--- src/rtl/fan_tach_meter.sv ---
module fan_tach_meter #(
  parameter int NCH       = 4,
  parameter int CNT_W     = 20,
  parameter int DIV_W     = 3,
  parameter int WIN_SHIFT = 4
) (
  input  logic             clk,
  input  logic             rst_n,
  input  logic [NCH-1:0]   tach_i,
  input  logic             trig_wr_i,
  input  logic [NCH-1:0]   trig_data_i,
  input  logic [1:0]       edge_mode_i,
  input  logic [DIV_W-1:0] clk_div_i,
  input  logic [15:0]      win_unit_i,
  output logic [31:0]      result_o
);
  localparam int CH_W  = (NCH > 1) ? $clog2(NCH) : 1;
  localparam int PSC_W = 3 + 2 * ((1 << DIV_W) - 1);
  localparam int WIN_W = 16 + WIN_SHIFT + 1;
  localparam logic [CNT_W-1:0] CNT_MAX = '1;

  typedef enum logic [1:0] {ST_IDLE, ST_ARM, ST_CNT} st_t;

  st_t              st_q;
  logic [NCH-1:0]   sy1_q, sy2_q, trig_q;
  logic [CH_W-1:0]  sel_q, new_sel;
  logic             prev_q, done_q;
  logic [PSC_W-1:0] pre_q;
  logic [WIN_W-1:0] win_q;
  logic [CNT_W-1:0] cnt_q, res_q;

  wire one_hot  = (trig_data_i != '0) && ((trig_data_i & (trig_data_i - 1'b1)) == '0);
  wire start    = trig_wr_i && (trig_q == '0) && one_hot;
  wire tach_now = sy2_q[sel_q];

  wire [PSC_W-1:0] psc_last = ({{(PSC_W-3){1'b0}}, 3'd4} << {clk_div_i, 1'b0}) - 1'b1;
  wire             tick     = (pre_q == psc_last);
  wire [WIN_W-1:0] win_lim  = {1'b0, win_unit_i, {WIN_SHIFT{1'b0}}};
  wire             expired  = (win_q >= win_lim);
  wire [CNT_W-1:0] cnt_inc  = (cnt_q == CNT_MAX) ? cnt_q : cnt_q + {{(CNT_W-1){1'b0}}, tick};

  logic edge_ok;
  always_comb begin
    case (edge_mode_i)
      2'b00:   edge_ok = prev_q & ~tach_now;
      2'b01:   edge_ok = ~prev_q & tach_now;
      2'b10:   edge_ok = prev_q ^ tach_now;
      default: edge_ok = 1'b0;
    endcase
  end

  always_comb begin
    new_sel = '0;
    for (int i = 0; i < NCH; i++)
      if (trig_data_i[i]) new_sel = CH_W'(i);
  end

  always_ff @(posedge clk or negedge rst_n) begin
    if (!rst_n) begin
      sy1_q <= '0;
      sy2_q <= '0;
    end else begin
      sy1_q <= tach_i;
      sy2_q <= sy1_q;
    end
  end

  always_ff @(posedge clk or negedge rst_n) begin
    if (!rst_n) begin
      st_q   <= ST_IDLE;
      trig_q <= '0;
      sel_q  <= '0;
      prev_q <= 1'b0;
      pre_q  <= '0;
      win_q  <= '0;
      cnt_q  <= '0;
      res_q  <= '0;
      done_q <= 1'b0;
    end else if (start) begin
      st_q   <= ST_ARM;
      trig_q <= trig_data_i;
      sel_q  <= new_sel;
      prev_q <= sy2_q[new_sel];
      pre_q  <= '0;
      win_q  <= '0;
      cnt_q  <= '0;
      res_q  <= '0;
      done_q <= 1'b0;
    end else begin
      if (trig_wr_i) trig_q <= trig_data_i;
      prev_q <= tach_now;
      pre_q  <= tick ? '0 : pre_q + 1'b1;
      if (st_q != ST_IDLE && tick) win_q <= win_q + 1'b1;
      case (st_q)
        ST_ARM: begin
          if (edge_ok) begin
            st_q  <= ST_CNT;
            cnt_q <= '0;
          end else if (expired) begin
            st_q   <= ST_IDLE;
            done_q <= 1'b1;
            res_q  <= '0;
          end
        end
        ST_CNT: begin
          cnt_q <= cnt_inc;
          if (edge_ok) begin
            st_q   <= ST_IDLE;
            done_q <= 1'b1;
            res_q  <= cnt_inc;
          end else if (expired) begin
            st_q   <= ST_IDLE;
            done_q <= 1'b1;
            res_q  <= '0;
          end
        end
        default: ;
      endcase
    end
  end

  assign result_o = {done_q, {(31-CNT_W){1'b0}}, res_q};
endmodule

--- config.mk ---
export PLATFORM = sky130hd
export DESIGN_NAME = fan_tach_meter
export DESIGN_NICKNAME = d
export VERILOG_FILES = /design/src/rtl/fan_tach_meter.sv
export SDC_FILE = /design/constraint.sdc
export NUM_CORES = 1
export LEC_CHECK = 0
export CORE_UTILIZATION = 61
export DETAILED_ROUTE_END_ITERATION = 8
export MAX_ROUTING_LAYER = met4
export PLACE_DENSITY = 0.85
export SYNTH_ARGS = -nofsm -noshare
export SYNTH_HDL_FRONTEND = slang
export SYNTH_SLANG_ARGS = --single-unit
--- constraint.sdc ---
create_clock -name clk -period 8.4 [get_ports clk]
set_clock_uncertainty 0.05 [all_clocks]
set_input_delay 1.68 -clock clk [delete_from_list [all_inputs] [get_ports clk]]
set_output_delay 1.68 -clock clk [all_outputs]
set_load 0.01 [all_outputs]
Word-level counts from Yosys, hierarchy flattened
Cells that the tools add are included.
W data, S select, Z words.
{"block": "totals", "ff_bits": 96, "out_inout_bits": 32, "word_cells": 82, "input_bits": 32}
{"block": "classes", "n_mux": 34, "n_bitwise": 6, "shifts": 1, "order_cmp": 3, "eq_ne": 8, "addsub": 5, "reduce_logical": 14}
{"cell": "$mux W20", "count": 7}
{"cell": "$pmux W20 S2", "count": 2}
{"cell": "$mux W21", "count": 2}
{"cell": "$mux W17", "count": 2}
{"cell": "$add A21 B1 Y21 const B", "count": 1}
{"cell": "$ge A21 B20 Y1", "count": 1}
{"cell": "$add A20 B1 Y20", "count": 1}
{"cell": "$eq A20 B20 Y1 const B", "count": 1}
{"cell": "$add A17 B1 Y17 const B", "count": 1}
{"cell": "$eq A17 B17 Y1", "count": 1}
{"cell": "$shl A3 B4 Y17 const A", "count": 1}
{"cell": "$sub A17 B1 Y17 const B", "count": 1}
{"cell": "$mux W2", "count": 6}
{"cell": "$logic_not A4 Y1", "count": 2}
{"cell": "$mux W1", "count": 8}
{"cell": "$mux W4", "count": 2}
{"cell": "$lt A2 B3 Y1 const B", "count": 2}
{"cell": "$ne A3 B3 Y1 const B", "count": 2}
{"cell": "$reduce_bool A2 Y1", "count": 3}
{"cell": "$and A4 B4 Y4", "count": 1}
{"cell": "$bmux W1 S2", "count": 2}
{"cell": "$eq A2 B1 Y1 const B", "count": 2}
{"cell": "$eq A2 B2 Y1 const B", "count": 2}
{"cell": "$logic_and A1 B1 Y1", "count": 4}
{"cell": "other kinds (11)", "count": 14}

Logic depth before layout (Yosys ltp)
{"block": "depth", "depth_word": 8, "ltp_mapped": 19, "depth_no_buf": 15}

Least setup slack after synthesis
OpenSTA, ideal clock, no wires.
{"block": "synth_path", "path_kind": "input-to-reg", "startpoint": "input clk_div_i[0]", "endpoint": "register cnt_q[13]", "required_ns": 8.267, "t_arrival_ns": 5.740, "setup_ns": 0.083, "stages": 18, "setup_slack_ns": 2.527, "n_path_buf": 4, "cell_sequence": "buf_6 > or3_4 > ha_1 > buf_6 > nor4b_1 > o31a_1 > o221ai_2 > or4_4 > buf_6 > inv_1 > ha_1 > and4_1 > clkbuf_1 > or3b_2 > a21oi_1 > nand3_1 > or3_1 > o21ai_0"}
{"block": "synth_between", "elab_chain_len": 7}
{"element": "from (decl)", "line_no": "13", "rtl": "input logic [DIV_W-1:0] clk_div_i,"}
{"element": "$shl A3 B4 Y17", "line_no": "36", "rtl": "wire [PSC_W-1:0] psc_last = ({{(PSC_W-3){1'b0}}, 3'd4} << {clk_div_i, 1'b0}) - 1'b1;"}
{"element": "$sub A17 B1 Y17", "line_no": "36"}
{"element": "$eq A17 B17 Y1", "line_no": "37", "rtl": "wire tick = (pre_q == psc_last);"}
{"element": "$add A20 B1 Y20", "line_no": "40", "rtl": "wire [CNT_W-1:0] cnt_inc = (cnt_q == CNT_MAX) ? cnt_q : cnt_q + {{(CNT_W-1){1'b0}}, tick};"}
{"element": "$mux W20", "line_no": "40"}
{"element": "$pmux W20 S2", "line_no": "94", "rtl": "case (st_q)"}
{"element": "$mux W20", "line_no": "79", "rtl": "end else if (start) begin"}
{"element": "to (signal assigned)", "line_no": "106", "rtl": "cnt_q <= cnt_inc;"}
{"element": "to (decl)", "line_no": "30", "rtl": "logic [CNT_W-1:0] cnt_q, res_q;"}
No other way between the ends.
A chain may end at the register's enable or synchronous reset.

Final worst setup path
{"block": "layout_path", "startpoint": "input clk_div_i[2]", "endpoint": "register cnt_q[13]"}
The elaborated chain is that of the path after synthesis.

==> impl_metrics.csv <==
group,metric,value,unit
grt,grt_remaining_overflow,0,
hold_path,hp-class,"reg -> reg",
timing,hold_viol,0,
timing,timing.slew.headroom,27.4,%
setup_path,worstPathCellList,"clkdlybuf4s50_1, or3_4, ha_1, nor4b_1, o31a_1, o221ai_2, or4_4, inv_1, ha_1, and4_1, or3b_2, a21oi_1, nand3_1, or3_1, o21ai_0",
placed_design,dp.cells,774,
drt,drc,0,
setup_path,path_buf_inv,2,
clocking,cts_tree,"yes",
setup_path,regToRegEndpoint,"cnt_q[13]$_DFFE_PN0P_",
clocking,cts_buffers,9,
drt,postRouteWirelength,12.6,mm
drt,post_drt_via_cell_ratio,6.19,
yosys,synth_cell_types,62,
die,dieArea,9850,sq um
clocking,cts_hold_buf,0,
power_and_ir_drop,leakage,2.83,nW
die,fp.dieW,99.2,um
setup_path,crit_path_frequent_cell,"ha_1",
setup_path,arrival,6.80,ns
yosys,ys_seq_area_share,41.7,%
die,initial_utilization,62.7,%
placed_design,routabilityCongestion,0.908,
timing,slew_viol_final,0,
timing,rsz0062_at_grt,"no",
setup_path,reg2reg_from,"pre_q[6]$_DFF_PN0_",
final_layout,final_common_cell,"dfrtp_1",
power_and_ir_drop,vdd_drop_max,129,uV
setup_path,required,8.65,ns
clocking,cts_max_path_buffers,2,
clocking,clkTransAtPathRegs,0.10,ns
final_layout,finish.utilization,70.0,%
grt,gr-usage-all-layers,27.8,%
setup_path,path_delay_family,"simple AND/OR/NAND/NOR gates",
power_and_ir_drop,total_power,1.28,mW
placed_design,dp_hpwl,8.92,mm
clocking,post_cts_buffers,0,
yosys,ys_ff_latch,96,
final_layout,syn_to_final_growth,11.7,%
final_layout,drive_above_1_share,6.63,%
timing,tns,0,ns
hold_path,holdPathStages,0,
drt,routedWlPerCell,16.0,um
clocking,clock_sinks,96,
yosys,avgSynthCellArea,9.00,sq um
die,io_pins,64,
status,outcome,"complete, no violations",
clocking,ctsResizeCount,0,
yosys,synth_warnings,0,
yosys,async_reset_ff_share,100,%
grt,grt_max_degree,60,
setup_path,end_kind,"flip-flop",
placed_design,portBuffers,52,
setup_path,reg2reg_slack,4.30,ns
yosys,synth_area,5770,sq um
grt,antenna_found_initial,0,
timing,finalSetupViolCount,0,
setup_path,cp_max_fo,21,
drt,vias,4888,
final_layout,final_cell_mix,"dfrtp_1, nand2_1, clkdlybuf4s50_1",
flow_run,maxCapViolCount,0,
power_and_ir_drop,powerDensity,198,nW/um^2
drt,ant_nets,0,
final_layout,diodes,0,
placed_design,place_area,6260,sq um
clocking,insertion_delay,0.38,ns
timing,fin_crit,6.55,ns
hold_path,min_delay_worst_endpoint,"sy2_q[3]$_DFF_PN0_",
timing,max_clock_freq,153,MHz
hold_path,hold_path_startpoint,"sy1_q[3]$_DFF_PN0_",
setup_path,crit_type,"in -> reg",
setup_path,cp_slowest_cell,"or4_4",
timing,worstMarginPinSlew,1.08,ns
yosys,synthesis.instances,641,
final_layout,nets,730,
setup_path,worst_setup_path_start_kind,"input pin",
grt,grt_pass1_vias,4597,
die,die_h,99.2,um
final_layout,fillers,716,
yosys,synthFlopType,"dfrtp_1",
setup_path,crit_path_max_incr_delay,0.69,ns
grt,grt_pass1_wl,21.1,mm
clocking,h-tree-depth,3,
timing,finalCritPeriodShare,78.0,%
drt,first_iter_violations,272,
final_layout,fin_area,6440,sq um
die,coreArea,9200,sq um
drt,drt_first_pass_iters,5,
yosys,synth_edf_count,0,
setup_path,r2r_cells,12,
clocking,root_buffer,"clkbuf_8",
final_layout,layoutNonFillerInstCount,790,
die,rows,35,
-- registers in the layout (all words and copies together), names as in the netlist, 2 cells and up --
signal  cells
cnt_q      20
pre_q      17
res_q      20
sel_q       2
st_q        2
sy1_q       4
sy2_q       4
trig_q      4
win_q      21
-- through the flow --
step	setup WS (ns)	hold slack, ns
final	1.85	0.306
after global routing	1.52	0.315
after CTS	1.89	0.308
after detailed placement	1.49	0.285
after global placement	1.70	0.284
after floorplan	2.53	0.281
-- worst max-delay path by stage --
stage | startpoint | end | slack (ns) | depth (start not counted)
3_5_place_dp | clk_div_i[2] | cnt_q[13]$_DFFE_PN0P_ | 1.49 | 15
3_3_place_gp | clk_div_i[2] | cnt_q[13]$_DFFE_PN0P_ | 1.70 | 15
4_1_cts | clk_div_i[2] | cnt_q[13]$_DFFE_PN0P_ | 1.89 | 15
5_1_grt | clk_div_i[2] | cnt_q[13]$_DFFE_PN0P_ | 1.52 | 15
2_1_floorplan | clk_div_i[0] | cnt_q[13]$_DFFE_PN0P_ | 2.53 | 18
6_report | clk_div_i[2] | cnt_q[13]$_DFFE_PN0P_ | 1.85 | 15
-- routing by layer --
metal	GRT usage [%]	vias up	part of all wire [%]
li1	-	2332	-
met1	34.8	2367	44
met2	45.7	163	49
met3	3.72	26	4.7
met4	11.4	0	2.0
met5	-	-	0
-- layout make-up --
| cell class | count | area [sq um] | share of cell area [%] |
|---|---|---|---|
| Inverter | 38 | 143 | 2.21 |
| Multi-Input combinational cell | 472 | 3020 | 46.9 |
| Sequential cell | 96 | 2400 | 37.3 |
| Timing Repair Buffer | 57 | 556 | 8.63 |
| Tap cell | 111 | 139 | 2.16 |
| Clock buffer | 9 | 124 | 1.92 |
| Clock inverter | 7 | 55.1 | 0.855 |
-- cell families (layout without fill, tap and decap cells) --
group / Yosys count / after routing / share of synthesized area [%]
buffers and inverters: 83 / 111 / 6.66
muxes: 10 / 10 / 2.04
other: 1 / 11 / 0.0650
and+or+nand+nor: 237 / 237 / 22.2
AOI/OAI and AO/OA: 157 / 157 / 17.1
DFF: 96 / 96 / 41.7
xor gates and xnor gates: 33 / 33 / 5.01
adders and majority gates: 24 / 24 / 5.21
-- synthesized netlist by cell type (all sizes together) (3+ instances only) --
library cell,count,area share [%]
a21o,8,1.0
or4,5,0.72
o31ai,5,0.65
o21ai,45,3.9
nand3,20,1.7
nand2,59,3.8
a211oi,7,0.91
nor4,6,0.76
mux2,4,0.78
xnor2,18,2.7
ha,24,5.2
and2,5,0.54
or2,3,0.33
inv,38,2.5
a32o,5,0.87
nand2b,6,0.65
dfrtp,96,42
and4,8,1.2
or3,6,0.74
xor2,15,2.3
mux2i,5,0.87
nand4,19,2.1
o41ai,3,0.46
clkbuf,28,1.8
nand4b,8,1.2
nor3,14,1.2
buf,17,2.4
or4b,3,0.52
and3,18,2.0
o21a,7,0.91
nor2,43,2.8
o211ai,3,0.39
a21oi,46,4.0
o22ai,9,0.98
nor2b,5,0.54
-- power breakdown --
group          switching, mW  internal [mW]  total [mW]
registers             0.0836          0.532       0.616
logic                  0.211          0.162       0.372
clock network          0.177          0.111       0.289
total                  0.472          0.805        1.28
(Power assumes the default switching activity.)
